### config.mk
export PLATFORM = sky130hd
export DESIGN_NAME = bitbr_unit
export DESIGN_NICKNAME = d
export VERILOG_FILES = /design/src/rtl/bitbr_pkg.sv /design/src/rtl/bitbr_decode.sv /design/src/rtl/bitbr_eval.sv /design/src/rtl/bitbr_unit.sv
export SDC_FILE = /design/constraint.sdc
export NUM_CORES = 1
export LEC_CHECK = 0
export BUFFER_PORTS_ARGS = -buffer_cell sky130_fd_sc_hd__buf_4
export CAP_MARGIN = 20
export CORE_ASPECT_RATIO = 0.7
export CORE_MARGIN = 1
export CORE_UTILIZATION = 46
export DETAILED_ROUTE_END_ITERATION = 16
export GPL_TIMING_DRIVEN = 1
export HOLD_SLACK_MARGIN = 0.05
export PLACE_DENSITY = 0.69
export SLEW_MARGIN = 20
export SYNTH_ARGS = -nofsm -noshare
export SYNTH_HDL_FRONTEND = slang
export SYNTH_SLANG_ARGS = --single-unit
### constraint.sdc
create_clock -name clk -period 5.37 [get_ports clk]
set_input_delay 0.8055 -clock clk [delete_from_list [all_inputs] [get_ports clk]]
set_output_delay 0.8055 -clock clk [all_outputs]
set_load 0.01 [all_outputs]
### src/rtl/bitbr_pkg.sv
package bitbr_pkg;
    localparam int LEN_W = 3;

    localparam logic [2:0] AM_DIR   = 3'd0;
    localparam logic [2:0] AM_EXT   = 3'd1;
    localparam logic [2:0] AM_IDX   = 3'd2;
    localparam logic [2:0] AM_IDX9  = 3'd3;
    localparam logic [2:0] AM_IDX16 = 3'd4;

    typedef enum logic [1:0] {
        OPK_BRCLR,
        OPK_BRSET,
        OPK_BSET,
        OPK_NONE
    } opk_e;

    typedef enum logic [2:0] {
        S_IDLE,
        S_READ,
        S_EVAL,
        S_WRITE,
        S_FIN
    } state_e;
endpackage

### src/rtl/bitbr_decode.sv
module bitbr_decode
    import bitbr_pkg::*;
(
    input  logic [7:0]       opcode,
    input  logic [2:0]       amode,
    output logic             legal,
    output opk_e             kind,
    output logic [LEN_W-1:0] len
);
    logic             mode_ok;
    logic [LEN_W-1:0] base_len;

    always_comb begin
        unique case (opcode[3:0])
            4'hF:    kind = OPK_BRCLR;
            4'hE:    kind = OPK_BRSET;
            4'hC:    kind = OPK_BSET;
            default: kind = OPK_NONE;
        endcase
    end

    always_comb begin
        unique case (opcode[7:4])
            4'h4:    mode_ok = (amode == AM_DIR);
            4'h1:    mode_ok = (amode == AM_EXT);
            4'h0:    mode_ok = (amode == AM_IDX) || (amode == AM_IDX9) || (amode == AM_IDX16);
            default: mode_ok = 1'b0;
        endcase
    end

    always_comb begin
        unique case (amode)
            AM_EXT, AM_IDX9: base_len = LEN_W'(5);
            AM_IDX16:        base_len = LEN_W'(6);
            default:         base_len = LEN_W'(4);
        endcase
    end

    assign len   = (kind == OPK_BSET) ? base_len - LEN_W'(1) : base_len;
    assign legal = mode_ok && (kind != OPK_NONE);
endmodule

### src/rtl/bitbr_eval.sv
module bitbr_eval
    import bitbr_pkg::*;
#(
    parameter int DW = 8,
    parameter int AW = 16
) (
    input  opk_e             kind,
    input  logic [DW-1:0]    m,
    input  logic [DW-1:0]    mask,
    input  logic [DW-1:0]    disp,
    input  logic [AW-1:0]    pc,
    input  logic [LEN_W-1:0] len,
    input  logic [3:0]       ccr_i,
    output logic             taken,
    output logic [AW-1:0]    npc,
    output logic [DW-1:0]    wdata,
    output logic [3:0]       ccr_o
);
    logic [DW-1:0] hit_clr;
    logic [DW-1:0] hit_set;
    logic [AW-1:0] disp_ext;
    logic [AW-1:0] seq_pc;

    assign hit_clr  = m & mask;
    assign hit_set  = ~m & mask;
    assign disp_ext = {{(AW-DW){disp[DW-1]}}, disp};
    assign seq_pc   = pc + AW'(len);
    assign wdata    = m | mask;

    always_comb begin
        unique case (kind)
            OPK_BRCLR: taken = (hit_clr == '0);
            OPK_BRSET: taken = (hit_set == '0);
            default:   taken = 1'b0;
        endcase
    end

    assign npc   = taken ? seq_pc + disp_ext : seq_pc;
    assign ccr_o = (kind == OPK_BSET) ? {wdata[DW-1], (wdata == '0), 1'b0, ccr_i[0]} : ccr_i;
endmodule

### src/rtl/bitbr_unit.sv
module bitbr_unit
    import bitbr_pkg::*;
#(
    parameter int DW = 8,
    parameter int AW = 16
) (
    input  logic          clk,
    input  logic          rst_n,
    input  logic          start,
    input  logic [7:0]    opcode,
    input  logic [2:0]    amode,
    input  logic [DW-1:0] m_in,
    input  logic [DW-1:0] mask,
    input  logic [DW-1:0] disp,
    input  logic [AW-1:0] pc_in,
    input  logic [3:0]    ccr_in,
    output logic          busy,
    output logic          done,
    output logic          taken,
    output logic [AW-1:0] next_pc,
    output logic          wr_en,
    output logic [DW-1:0] wr_data,
    output logic [3:0]    ccr_out
);
    state_e           state, state_nx;
    logic             dec_legal;
    opk_e             dec_kind;
    logic [LEN_W-1:0] dec_len;

    opk_e             kind_q;
    logic [LEN_W-1:0] len_q;
    logic [DW-1:0]    mask_q, disp_q, m_q;
    logic [AW-1:0]    pc_q;
    logic [3:0]       ccr_q;

    logic             ev_taken;
    logic [AW-1:0]    ev_npc;
    logic [DW-1:0]    ev_wdata;
    logic [3:0]       ev_ccr;

    logic             taken_q;
    logic [AW-1:0]    npc_q;
    logic [DW-1:0]    wdata_q;
    logic [3:0]       ccrout_q;

    logic             accept;

    bitbr_decode u_decode (
        .opcode (opcode),
        .amode  (amode),
        .legal  (dec_legal),
        .kind   (dec_kind),
        .len    (dec_len)
    );

    bitbr_eval #(.DW(DW), .AW(AW)) u_eval (
        .kind  (kind_q),
        .m     (m_q),
        .mask  (mask_q),
        .disp  (disp_q),
        .pc    (pc_q),
        .len   (len_q),
        .ccr_i (ccr_q),
        .taken (ev_taken),
        .npc   (ev_npc),
        .wdata (ev_wdata),
        .ccr_o (ev_ccr)
    );

    assign accept = (state == S_IDLE) && start && dec_legal;

    always_comb begin
        state_nx = state;
        unique case (state)
            S_IDLE:  if (accept) state_nx = S_READ;
            S_READ:  state_nx = S_EVAL;
            S_EVAL:  state_nx = (kind_q == OPK_BSET) ? S_WRITE : S_FIN;
            S_WRITE: state_nx = S_FIN;
            S_FIN:   state_nx = S_IDLE;
            default: state_nx = S_IDLE;
        endcase
    end

    always_ff @(posedge clk or negedge rst_n) begin
        if (!rst_n) state <= S_IDLE;
        else        state <= state_nx;
    end

    always_ff @(posedge clk or negedge rst_n) begin
        if (!rst_n) begin
            kind_q   <= OPK_NONE;
            len_q    <= '0;
            mask_q   <= '0;
            disp_q   <= '0;
            m_q      <= '0;
            pc_q     <= '0;
            ccr_q    <= '0;
            taken_q  <= 1'b0;
            npc_q    <= '0;
            wdata_q  <= '0;
            ccrout_q <= '0;
        end else begin
            if (accept) begin
                kind_q <= dec_kind;
                len_q  <= dec_len;
                mask_q <= mask;
                disp_q <= disp;
                pc_q   <= pc_in;
                ccr_q  <= ccr_in;
            end
            if (state == S_READ) m_q <= m_in;
            if (state == S_EVAL) begin
                taken_q  <= ev_taken;
                npc_q    <= ev_npc;
                wdata_q  <= ev_wdata;
                ccrout_q <= ev_ccr;
            end
        end
    end

    always_comb begin
        busy    = (state != S_IDLE);
        done    = (state == S_FIN);
        wr_en   = (state == S_WRITE);
        taken   = taken_q;
        next_pc = npc_q;
        wr_data = wdata_q;
        ccr_out = ccrout_q;
    end

    AST_WR_ONLY_SET:   assert property (@(posedge clk) disable iff (!rst_n) wr_en |-> (kind_q == OPK_BSET));
    AST_WR_ONE_CYCLE:  assert property (@(posedge clk) disable iff (!rst_n) wr_en |=> !wr_en);
    AST_WR_THEN_DONE:  assert property (@(posedge clk) disable iff (!rst_n) wr_en |=> done);
    AST_DONE_PULSE:    assert property (@(posedge clk) disable iff (!rst_n) done |=> !done);
    AST_BAD_IGNORED:   assert property (@(posedge clk) disable iff (!rst_n) (!busy && start && !dec_legal) |=> !busy);
    AST_SET_NOT_TAKEN: assert property (@(posedge clk) disable iff (!rst_n) (done && kind_q == OPK_BSET) |-> !taken);
    AST_CLR_DECISION:  assert property (@(posedge clk) disable iff (!rst_n) (done && kind_q == OPK_BRCLR) |-> (taken == ((m_q & mask_q) == '0)));
    AST_CARRY_KEPT:    assert property (@(posedge clk) disable iff (!rst_n) done |-> (ccr_out[0] == ccr_q[0]));
endmodule

After elaboration in Yosys (flattened, before gate mapping)
Index checks and enable logic that the tools add are counted.
{ "word_totals": {"ff_bits": 81, "word_cells": 61, "output_inout_bits": 32, "in_bits": 58} }
{ "classes": {"n_eq_ne": 18, "mux": 10, "bitwise_logic": 4, "addsub": 3, "reduce_logical": 14} }
{ "ops": {"columns": ["operator", "count"], "rows": [
  ["logical NOT 8 bit", 3],
  ["adder 16 bit", 1],
  ["adder 16 x 3 -> 16 bit", 1],
  ["AND 8 bit", 2],
  ["two-way mux 16 bit", 1],
  ["equality test 3 x 2 -> 1 bit (second input constant)", 4],
  ["equality test 4 bit (second input constant)", 3],
  ["case mux 3 bit (4 select lines)", 1],
  ["two-way mux 3 bit", 3],
  ["NOT 8 bit", 1],
  ["OR 8 bit", 1],
  ["equality test 3 x 1 -> 1 bit (second input constant)", 2],
  ["equality test 3 bit (second input constant)", 2],
  ["logical NOT 3 bit", 2],
  ["case mux 2 bit (3 select lines)", 1],
  ["equality test 2 bit (second input constant)", 2],
  ["equality test 4 x 1 -> 1 bit (second input constant)", 1],
  ["equality test 4 x 3 -> 1 bit (second input constant)", 1],
  ["logical NOT 4 bit", 1],
  ["two-way mux 4 bit", 1],
  ["inequality test 2 bit (second input constant)", 2],
  ["case mux 2 bit (2 select lines)", 1],
  ["logical AND 1 bit", 3],
  ["case mux 1 bit (3 select lines)", 1],
  ["other kinds (7)", 8]
]} }

Depth between registers and ports, before layout
{ "logic_depth": {"ltp_word": 8, "depth_mapped": 15, "ltp_nobuf": 14} }

By module
A second synthesis with hierarchy kept.
{ "unflattened": {"cells_unflattened": 404, "hier_area_um2": 4679.5} }
{ "by_module_without_submodules": {"columns": ["mod", "area_each_um2", "n_inst", "seq_area_each_um2", "cells_per_inst"], "rows": [
  ["bitbr_unit", 3090.5, 1, 2029.4, 183],
  ["bitbr_eval", 1433.9, 1, 0.0, 197],
  ["bitbr_decode", 155.1, 1, 0.0, 24]
]} }

Worst setup path before layout
Ideal clock, no wire load.
{ "synth_timing": {"path_type": "register to register", "start": "reg len_q[1]", "end": "reg npc_q[14], in the netlist next_pc[14]", "setup_time_ps": 126, "period_less_slack_ps": 3158, "path_slack_ps": 2212, "path_buffers": 0, "t_arrival_ps": 3032, "t_required_ps": 5244, "stages_incl_launch_ff": 15, "path_cell_list": "dfrtp_1 -> ha_1 -> a21o_1 -> a21oi_2 -> nor2_1 -> and3_1 -> xor2_1 -> ha_1 -> a21oi_1 -> o21ai_0 -> a221o_1 -> a21oi_1 -> a21oi_1 -> mux2i_1 -> a221o_1"} }
{ "synth_via": {"elab_chain_cells": 3} }
{ "synth_rtl": {"columns": ["element", "line", "source"], "rows": [
  ["start: declaration", "bitbr_unit.sv:31", "logic [LEN_W-1:0] len_q;"],
  ["start signal: assignment", "bitbr_unit.sv:105", "len_q <= dec_len;"],
  ["adder 16 x 3 -> 16 bit *", "bitbr_eval.sv:27", "assign seq_pc = pc + AW'(len);"],
  ["adder 16 bit", "bitbr_eval.sv:38", "assign npc = taken ? seq_pc + disp_ext : seq_pc;"],
  ["two-way mux 16 bit *", "bitbr_eval.sv:38", null],
  ["end signal: assignment", "bitbr_unit.sv:114", "npc_q <= ev_npc;"],
  ["end: declaration", "bitbr_unit.sv:42", "logic [AW-1:0] npc_q;"]
]} }
Every way passes the cells marked *; elsewhere a longest branch is shown, timed or not.
A chain may end at the register's enable or synchronous reset.

Worst setup path in the final report
Same ends and word-level chain as after synthesis.

==> flow_summary_export.csv <==
group,metric,value,unit
timing,final.setup_skew,6.67,ps
yosys,syn-num-nets,505,
critical_path,critical_path.startpoint_type,"flop",
global_routing,number_of_antenna_violations_at_the_first_check_in_global_routing,0,
yosys,yosysSeqAreaShare,45.6,%
status,run_status,"complete, no violations",
global_routing,grt_max_degree,82,
finish,antennaDiodeCount,0,
hold_path,timing.hold.worst_endpoint,"ccr_out[0]$_DFFE_PN0N_",
yosys,number_of_flops_mapped_to_enable_cells_by_yosys,0,
critical_path,critical_path.reg2reg.startpoint,"len_q[1]$_DFFE_PN0P_",
yosys,netlist.area_leader.share,44.4,%
timing,setup_total_negative_slack,0,ps
finish,footprint_of_the_multi_input_gates,0.00229,mm²
power_and_ir_drop,netSwitchingPower,0.566,mW
yosys,synth_cell_types,55,
critical_path,timing.reg2reg.worst_path_depth,14,
yosys,synth_area,0.00445,mm²
place,place_area,0.00519,mm²
clock_network,clock_insertion_delay_worst_skew,340,ps
critical_path,critical_path_class,"reg2reg",
power_and_ir_drop,switch_share,30.3,%
timing,rsz_0062_raised_after_global_routing,"false",
global_routing,grt_use_total,21.8,%
yosys,synth_async_sr_flop_share,100,%
die,placement_rows,29,
power_and_ir_drop,totalPowerFinal,1.87,mW
finish,layout-drive-gt1-share,30.8,%
clock_network,cts_tree,"yes",
finish,ff_latch_area,0.00203,mm²
finish,finalNetCount,591,
place,detailed_place_hpwl,7470,µm
critical_path,rrSetupSlack,1800,ps
detailed_routing,routed-via-count,3493,
critical_path,worst_r2r_endpoint,"next_pc[14]$_DFFE_PN0N_",
hold_path,path_type_of_the_worst_min_delay_path,"reg2reg",
detailed_routing,drt_iter0_markers,209,
die,die_w,120,µm
detailed_routing,drt_drc_violations_left,0,
power_and_ir_drop,internal_power,1.30,mW
clock_network,total_cts_buffers,9,
detailed_routing,drt_pass1_iterations,4,
yosys,post_synth.cell_area_avg,10.5,µm²
timing,min_period,3570,ps
power_and_ir_drop,combinationalPowerShare,25.6,%
finish,syn_to_final_growth,23.5,%
die,floorplan.initialDensity,48.3,%
timing,final-setup-viol-count,0,
timing,timing.hold.ws,462,ps
clock_network,clockRootBuffer,"sky130_fd_sc_hd__clkbuf_16",
die,fp.dieH,84.3,µm
timing,post-route-period-util,66.5,%
global_routing,first_global_vias,3505,
yosys,synth-seq-cells,81,
die,fp.dieArea,0.0101,mm²
clock_network,cts_sinks,81,
yosys,synth.yosys.warnings,0,
power_and_ir_drop,leakage,2.73,nW
clock_network,h-tree-depth,3,
timing,report.final.slew_viol_count,0,
yosys,dominantRegCellSynth,"sky130_fd_sc_hd__dfrtp_1",
clock_network,postCtsHoldBufs,0,
global_routing,grt_first_pass_wirelength,17300,µm
hold_path,hold-path-cell-count,2,
detailed_routing,routed_via_density,5.46,
detailed_routing,detail_route.wl_per_cell,15.9,µm
clock_network,post_cts.repair.setup_buffers,0,
die,boundaryPins,90,
power_and_ir_drop,p_clk_share,32.8,%
detailed_routing,drt_wl_total,10200,µm
timing,max_freq,280,MHz
timing,timing.max_slew.rel_slack,29.2,%
die,core_region_area,0.00922,mm²
timing,worst_slew_pin_slew,1060,ps
hold_path,hp-start,"ccr_q[0]$_DFFE_PN0P_",
power_and_ir_drop,seqPwrFrac,41.5,%
finish,num-fill-cells,818,
critical_path,timing.critical_path.required,5590,ps
finish,instances_no_fill,640,
timing,final-hold-violation-count,0,
global_routing,overflow,0,
critical_path,worst_ep_arrival_time,3790,ps
power_and_ir_drop,worst_ir_drop_vdd,0.000177,V
place,port-buffer-count,89,
clock_network,worst_setup_hold_path_clk_slew,60,ps
finish,final_instance_area,0.00549,mm²
detailed_routing,antenna_left,0,
run,max_cap_violations,0,
yosys,syn_inst,425,
yosys,synth_top_area_cell,"sky130_fd_sc_hd__dfrtp_1",
clock_network,cts_repair_resize_count,0,
yosys,synth_top_cells_by_area,"sky130_fd_sc_hd__dfrtp_1, sky130_fd_sc_hd__mux2_2, sky130_fd_sc_hd__ha_1",
place,cells_after_dpl,624,
critical_path,endpoint_kind,"flop",
power_and_ir_drop,total_power_divided_by_cell_area,340,mW/mm²
clock_network,cts-root-to-sink-buffers,2,
critical_path,critPathMaxFanout,4,
place,routabilityCongestion,0.892,
## per-stage QoR
stage,setup slack (ps),utilization (%)
after global placement,1980,56.3
after CTS,1830,59.5
final,1800,59.6
after detailed placement,1850,56.3
after global routing,1600,59.6
after floorplan,2210,-
## layout by cell type, fill, tap and decap left out, types with 3 or more instances in the layout
cell type                   count
sky130_fd_sc_hd__o21a_1         4
sky130_fd_sc_hd__xnor2_1       13
sky130_fd_sc_hd__or3_1          3
sky130_fd_sc_hd__buf_4         90
sky130_fd_sc_hd__nor2_1        29
sky130_fd_sc_hd__xor2_1        11
sky130_fd_sc_hd__nor3_1         3
sky130_fd_sc_hd__nor3b_1        5
sky130_fd_sc_hd__and3_1         3
sky130_fd_sc_hd__dfrtp_1       79
sky130_fd_sc_hd__mux2i_1        8
sky130_fd_sc_hd__a21oi_1       20
sky130_fd_sc_hd__ha_1          20
sky130_fd_sc_hd__mux2_2        41
sky130_fd_sc_hd__clkbuf_16      9
sky130_fd_sc_hd__inv_1          8
sky130_fd_sc_hd__nand2_1       52
sky130_fd_sc_hd__a22oi_1        4
sky130_fd_sc_hd__nand3_1        7
sky130_fd_sc_hd__nand4_1        8
sky130_fd_sc_hd__nand2b_1       3
sky130_fd_sc_hd__o21ai_0       36
sky130_fd_sc_hd__a211oi_1       4
sky130_fd_sc_hd__a21o_1         7
## worst max path at each step
stage | startpoint | to | slack (ps) | cells past startpoint
5_1_grt | len_q[1]$_DFFE_PN0P_ | next_pc[14]$_DFFE_PN0N_ | 1600 | 14
3_3_place_gp | len_q[1]$_DFFE_PN0P_ | next_pc[14]$_DFFE_PN0N_ | 1980 | 14
3_5_place_dp | len_q[1]$_DFFE_PN0P_ | next_pc[14]$_DFFE_PN0N_ | 1850 | 14
4_1_cts | len_q[1]$_DFFE_PN0P_ | next_pc[14]$_DFFE_PN0N_ | 1830 | 14
6_report | len_q[1]$_DFFE_PN0P_ | next_pc[14]$_DFFE_PN0N_ | 1800 | 14
2_1_floorplan | len_q[1]$_DFFE_PN0P_ | next_pc[14]$_DFFE_PN0N_ | 2210 | 14
## flip-flops by register name (all words and copies together), names as in the netlist
signal,cells
next_pc,16
pc_q,16
disp_q,8
m_q,8
mask_q,8
wr_data,8
ccr_out,4
ccr_q,4
len_q,3
state,3
kind_q,2
taken,1
## final cells by class
class	instances	share of cell area [%]
repair buffers	91	12.5
well taps	124	2.83
flip-flops and latches	81	37.0
multi-input cells	320	41.7
inverters	8	0.547
clock inverters	5	1.00
clock buffers	11	4.42
## power groups by stage
stage	clock (mW)	sequential [mW]	combinational [mW]
after global placement	0	0.779	0.468
after floorplan	0	0.778	0.310
after CTS	0.625	0.774	0.484
after global routing	0.647	0.786	0.537
final	0.613	0.775	0.479
after detailed placement	0	0.784	0.481
## kinds of logic after synthesis
logic type / after synthesis / synth area share [%]
flops: 81 / 45.6
buf+inv: 24 / 2.90
compound gates: 97 / 13.6
simple gates: 125 / 13.4
fa+ha+maj: 22 / 6.53
mux: 52 / 13.2
xor+xnor: 24 / 4.73
## cell usage after synthesis, types with 7 or more instances
cell / count
sky130_fd_sc_hd__nand2_1: 52
sky130_fd_sc_hd__o21ai_0: 36
sky130_fd_sc_hd__dfrtp_1: 79
sky130_fd_sc_hd__a21oi_1: 20
sky130_fd_sc_hd__clkbuf_1: 7
sky130_fd_sc_hd__inv_1: 8
sky130_fd_sc_hd__nand4_1: 8
sky130_fd_sc_hd__nor2_1: 29
sky130_fd_sc_hd__xor2_1: 11
sky130_fd_sc_hd__nand3_1: 7
sky130_fd_sc_hd__mux2i_1: 8
sky130_fd_sc_hd__xnor2_1: 13
sky130_fd_sc_hd__a21o_1: 7
sky130_fd_sc_hd__mux2_2: 41
sky130_fd_sc_hd__ha_1: 20
## critical path, stage by stage, from the launching register on
cell and delay [ps]:
sky130_fd_sc_hd__dfrtp_1 420, sky130_fd_sc_hd__ha_1 300, sky130_fd_sc_hd__a21o_1 190, sky130_fd_sc_hd__a21oi_2 260
sky130_fd_sc_hd__nor2_1 110, sky130_fd_sc_hd__and3_1 200, sky130_fd_sc_hd__xor2_1 240, sky130_fd_sc_hd__ha_1 320
sky130_fd_sc_hd__a21oi_1 140, sky130_fd_sc_hd__o21ai_0 120, sky130_fd_sc_hd__a221o_1 340, sky130_fd_sc_hd__a21oi_1 270
sky130_fd_sc_hd__a21oi_1 140, sky130_fd_sc_hd__mux2i_1 130, sky130_fd_sc_hd__a221o_1 260
## routing by layer
layer / GRT usage (%) / part of all wire, % / routed length [µm] / vias to the layer above
met5: 0 / 0 / 0 / -
met4: 6.59 / 0.68 / 69 / 0
met3: 4.62 / 5.7 / 583 / 6
met2: 31.6 / 43 / 4390 / 92
met1: 32.7 / 50 / 5140 / 1698
li1: - / - / - / 1697
Note: power is estimated with default switching activity, not from simulation.
